### src/rtl/ind_reg_window.sv
module ind_reg_window (
  input  logic         clk,
  input  logic         rst_n,
  input  logic         win_we,
  input  logic [31:0]  win_wdata,
  output logic [31:0]  win_rdata,
  output logic [255:0] bank_q
);
  localparam int AW       = 5;
  localparam int DW       = 8;
  localparam int NREG     = 1 << AW;
  localparam int REL_BIT  = 28;
  localparam int STB_BIT  = 24;
  localparam int IDX_LSB  = 16;
  localparam int DIN_LSB  = 8;

  logic          rel_q, stb_q;
  logic [AW-1:0] idx_q;
  logic [DW-1:0] din_q;
  logic [DW-1:0] bank [NREG];

  logic          rel_next;
  logic          commit;
  logic [AW-1:0] w_idx;
  logic [DW-1:0] w_din;

  assign rel_next = win_we ? win_wdata[REL_BIT] : rel_q;
  assign w_idx    = win_wdata[IDX_LSB +: AW];
  assign w_din    = win_wdata[DIN_LSB +: DW];
  assign commit   = win_we & win_wdata[STB_BIT] & ~stb_q & rel_q & win_wdata[REL_BIT];

  always_ff @(posedge clk) begin
    if (!rst_n) begin
      rel_q <= 1'b0;
      stb_q <= 1'b0;
      idx_q <= '0;
      din_q <= '0;
    end else if (win_we) begin
      rel_q <= win_wdata[REL_BIT];
      stb_q <= win_wdata[STB_BIT];
      idx_q <= w_idx;
      din_q <= w_din;
    end
  end

  for (genvar g = 0; g < NREG; g++) begin : g_reg
    always_ff @(posedge clk) begin
      if (!rst_n || !rel_next)
        bank[g] <= '0;
      else if (commit && w_idx == AW'(g))
        bank[g] <= w_din;
    end
    assign bank_q[g*DW +: DW] = bank[g];
  end

  always_comb begin
    win_rdata                   = '0;
    win_rdata[REL_BIT]          = rel_q;
    win_rdata[STB_BIT]          = stb_q;
    win_rdata[IDX_LSB +: AW]    = idx_q;
    win_rdata[DIN_LSB +: DW]    = din_q;
    win_rdata[DW-1:0]           = rel_q ? bank[idx_q] : '0;
  end
endmodule


### config.mk
export PLATFORM = sky130hd
export DESIGN_NAME = ind_reg_window
export DESIGN_NICKNAME = d
export VERILOG_FILES = /design/src/rtl/ind_reg_window.sv
export SDC_FILE = /design/constraint.sdc
export NUM_CORES = 1
export LEC_CHECK = 0
export BUFFER_PORTS_ARGS = -buffer_cell sky130_fd_sc_hd__buf_2
export CAP_MARGIN = 20
export CORE_MARGIN = 4
export CORE_UTILIZATION = 35
export DETAILED_ROUTE_END_ITERATION = 6
export PLACE_DENSITY = 0.54
export SLEW_MARGIN = 0
export SYNTH_ARGS = -nofsm -noshare
export SYNTH_HDL_FRONTEND = slang
export SYNTH_SLANG_ARGS = --single-unit
export TNS_END_PERCENT = 30
### constraint.sdc
create_clock -name clk -period 2.3 [get_ports clk]
set_input_delay 0.115 -clock clk [delete_from_list [all_inputs] [get_ports clk]]
set_output_delay 0.115 -clock clk [all_outputs]
set_load 0.03 [all_outputs]
* Word-level counts from Yosys, hierarchy flattened
Memory sizes are Yosys's and may differ from the RTL's. A register that Yosys moved wholly into a read port is not among the register bits.
Index checks and enable logic that the tools add are counted.
** Word-level totals
- Bits in registers :: 15
- RAM bits :: 256
- Input bits :: 35
- Output and inout bits :: 288
- Logic and storage cells :: 243
- Memories :: 1
** Memories
- bank :: depth 32, bits a word 8, read ports 33, clocked after memory_dff 1, write ports 32, RTL line 20 : logic [DW-1:0] bank [NREG];
** Operators by class
- Equal/unequal tests :: 31
- Muxes and demuxes :: 134
- Bitwise gates (word level) :: 37
- Reductions and logical operators :: 36
** Operator list (number)
- 8-bit 2-to-1 mux :: 33
- 1-bit 2-to-1 mux :: 99
- 5-bit equality test, second input constant :: 16
- 5-bit by 4-bit equality test with 1-bit output, second input constant :: 8
- 1-bit logical AND :: 32
- 1-bit OR :: 32
- 5-bit by 3-bit equality test with 1-bit output, second input constant :: 4
- 5-bit by 2-bit equality test with 1-bit output, second input constant :: 2
- 5-bit 2-to-1 mux :: 2
- 5-bit by 1-bit equality test with 1-bit output, second input constant :: 1
- 5-bit logical NOT :: 1
- 1-bit AND :: 4
- 1-bit logical NOT :: 2
- 1-bit logical OR :: 1
- 1-bit NOT :: 1

* Longest topological paths before layout
- Word-level depth :: 9
- Mapped depth :: 7

* Least setup slack after synthesis
No wires, ideal clock.
- Path kind :: reg2reg
- From :: reg rel_q
- To :: mem bank[23][0] (enable)
- Data arrival time :: 1.712 ns
- Required time :: 1.916 ns
- Slack :: 0.204 ns
- Stages on the path, launching flop included :: 6
- Path buffers :: 2
- Clock period less this slack :: 2.096 ns
- Cell sequence :: dfxtp_1 > buf_2 > and4b_1 > nand2_1 > clkbuf_1 > o21ai_0
** RTL lines
- start, declared :: RTL line 17 : logic rel_q, stb_q;
- start signal, assigned :: RTL line 39 : rel_q <= win_wdata[REL_BIT];
- end, declared :: RTL line 20

==> results.py <==
metrics = {
    "run_status": {
        "status": "complete, but fails checks",
        "violations": "negative setup slack",
    },
    "sta": {
        "fin_setup_tns_ns": -2.58,
        "setup_viol_count_final": 8,
        "max_freq_mhz": 374,
        "finalHoldViolations": 0,
        "fin_hold_ws_ns": 0.0530,
        "fin_worst_skew_ns": 0.00783,
        "slew_headroom": 0.470,
        "fin_crit_ns": 2.67,
        "rsz0062_at_grt": "true",
        "layout_setup_ws_ns": -0.373,
        "drv_slew": 0,
        "tightest_slew_ns": 0.795,
        "min_period_over_period": 1.16,
    },
    "synth": {
        "yosys-top-cells-area": "edfxtp_1 60%, and2_1 13%, mux4_2 7.6%",
        "ys_ff_latch": 276,
        "ys_seq_area_frac": 0.633,
        "synth_area_sq_mm": 0.0128,
        "synthDistinctLibCells": 32,
        "netlist_instances": 863,
        "avgSynthCellArea_sq_um": 14.8,
        "async_flop_share": 0,
        "synth_area_leader_cell": "edfxtp_1",
        "synth_common_cells": "259 x and2_1, 256 x edfxtp_1, 43 x mux4_2",
        "synth_edf_count": 256,
        "synth.most_common_cell": "and2_1",
        "synth_top_area_frac": 0.602,
        "synth_top_flop_cell": "edfxtp_1",
        "yosysWarnings": 0,
    },
    "clock_tree": {
        "cts_tree": "yes",
        "cts_made_buffers": 31,
        "clkSinkCount": 276,
        "clkSlewWorstSetupHoldPaths_ns": 0.06,
        "cts_root_buffer": "clkbuf_16",
        "clock_path_buffers": 3,
        "insertion_delay_ns": 0.55,
        "htreeDepth": 1,
    },
    "critical_path": {
        "slowest_delay_ns": 0.50,
        "rr_worst_depth": 5,
        "worst-path-stages": 7,
        "regToRegEndpoint": "bank[4][7]$_SDFFCE_PN0P_",
        "crit_buf_inv": 3,
        "ff2ff_setup_slack_ns": 0.24,
        "crit_slowest_cell": "mux4_2",
        "worst_setup_path_end_kind": "primary output",
        "criticalPathCategory": "reg -> out",
        "cp_cell_sequence": "buf_12, mux4_2, mux2_4, o221ai_2, buf_4, a31oi_1, buf_4",
        "critPathTopFamily": "multiplexers",
        "r2r_start": "rel_q$_SDFF_PN0_",
        "cp_max_fo": 5,
        "crit_top_cell": "buf_4",
        "cp_data_arrival_time_ns": 2.56,
        "cp-start-kind": "register",
        "cp.required_ns": 2.18,
        "cp-endpoint": "win_rdata[4]",
    },
    "detailed_routing": {
        "drt-met1-wl_um": 19400,
        "dr_total_vias": 8870,
        "wl_met2_um": 21400,
        "drt_iter0_markers": 720,
        "drc": 0,
        "wl_per_cell_um": 26.5,
        "wl_met3_um": 3030,
        "via_per_inst": 5.22,
        "routed_wl_um": 45100,
        "drtPass1Iterations": 5,
        "top_layer_used": "met4",
        "antenna_left": 0,
    },
    "finish": {
        "multi_input_area_sq_mm": 0.00456,
        "nets": 1248,
        "drive_gt1_frac": 0.437,
        "final_area_sq_mm": 0.0165,
        "regArea_sq_mm": 0.00810,
        "fillCellCount": 3220,
        "area_delta_synth_final_pct": 29.4,
    },
    "placement": {
        "numPortBuffers": 296,
        "pre_cts_slack_ns": 0.0134,
        "dpl_cell_area_sq_mm": 0.0151,
        "finalWeightedCongestion": 0.850,
        "hpwlAfterDp_um": 32700,
    },
    "pwr": {
        "peakVddDrop_uv": 600,
        "powerDensity_mw_per_mm2": 757,
        "power.leakage_nw": 7.10,
    },
    "floorplanning": {
        "die_area_sq_mm": 0.0396,
        "ios": 323,
        "die_w_um": 199,
        "start_util": 0.357,
        "core_area_sq_mm": 0.0358,
        "row_count": 69,
        "die_h_um": 199,
    },
    "global_route": {
        "grt_first_pass_wirelength_um": 62900,
        "grt_pass1_vias": 8884,
        "grt.total_usage": 0.219,
        "antenna_found_initial": 0,
        "grt_overflow": 0,
        "grt_max_degree": 34,
    },
    "hold_path": {
        "hold_class": "in -> reg",
    },
    "job": {
        "max_cap_viol_count": 0,
    },
}
power by group:
| group | total (mW) | internal [mW] | leakage (nW) | switching (mW) |
|---|---|---|---|---|
| Combinational | 1.73 | 0.558 | 3.51 | 1.17 |
| Sequential | 5.91 | 5.72 | 3.11 | 0.190 |
| Clock | 4.87 | 2.84 | 0.483 | 2.02 |
| Total | 12.5 | 9.12 | 7.10 | 3.39 |
per-layer routing:
metal,vias up,GRT usage
li1,3875,-
met1,4548,0.311
met2,382,0.354
met3,65,0.0359
met4,0,0.0545
met5,-,0
sequential cells by signal (all words and copies together), names as in the netlist, named ones only:
register and cells:
idx_q 5, stb_q 1, bank 256, din_q 8
rel_q 1
cell type report:
type / instances / area share
Antenna cell: 1 / 0.000151
Clock buffer: 41 / 0.0498
Clock inverter: 17 / 0.00999
Inverter: 1 / 0.000227
Multi-Input combinational cell: 526 / 0.276
Sequential cell: 276 / 0.490
Tap cell: 461 / 0.0349
Timing Repair Buffer: 377 / 0.139
worst register-to-register path, cell delays in order, from the launching register on:
cell	delay (ns)
dfxtp_1	0.39
and4b_1	0.33
nand4_2	0.25
buf_4	0.26
nor2_1	0.48
and2_1	0.22
how the worst min path moves through the flow:
stage | from | end | slack [ns] | cells after the start
after floorplan | rst_n | din_q[7]$_SDFFE_PN0P_ | 0.24 | 1
after global placement | win_wdata[24] | stb_q$_SDFFE_PN0P_ | 0.41 | 3
after detailed placement | win_wdata[24] | stb_q$_SDFFE_PN0P_ | 0.43 | 3
after CTS | win_we | din_q[7]$_SDFFE_PN0P_ | 0.02 | 4
after global routing | win_we | din_q[7]$_SDFFE_PN0P_ | 0.04 | 4
final | win_we | din_q[7]$_SDFFE_PN0P_ | 0.05 | 4
cells by family (layout without fill, tap and decap cells):
group	count (synthesis)	count (layout)	synth area share
flip-flops	276	276	0.633
buffers and inverters	69	436	0.0288
multiplexers	102	102	0.140
AND/OR/NAND/NOR	344	344	0.163
other	1	10	0.000293
AO/OA/AOI/OAI	71	71	0.0351
repair_timing:
item,in CTS,in global routing
hold buffers,7,0
buffers inserted,6,2
gates cloned,3,0
endpoints found under the setup margin,8,58
hold endpoints to repair,12,0
pin swaps,3,5
gates resized for setup,62,27
metrics by stage:
stage                     power (mW)  cells  utilization
final                           12.5   1700        0.461
after global routing            12.9   1699        0.461
after CTS                       12.6   1700        0.461
after detailed placement        7.63   1627        0.421
after global placement          7.62   1627        0.421
after floorplan                 6.95    871            -
layout by cell type, fill, tap and decap left out, drive strengths merged, types with 9 or more instances in the layout:
cell type / n
buf: 370
and2: 259
edfxtp: 256
mux4: 56
clkbuf: 41
o21ai: 38
nor2: 37
mux2i: 29
nor2b: 21
dfxtp: 20
mux2: 17
nand2: 15
clkinv: 11
conb: 9
No activity file was read; power rests on OpenSTA's default activity.
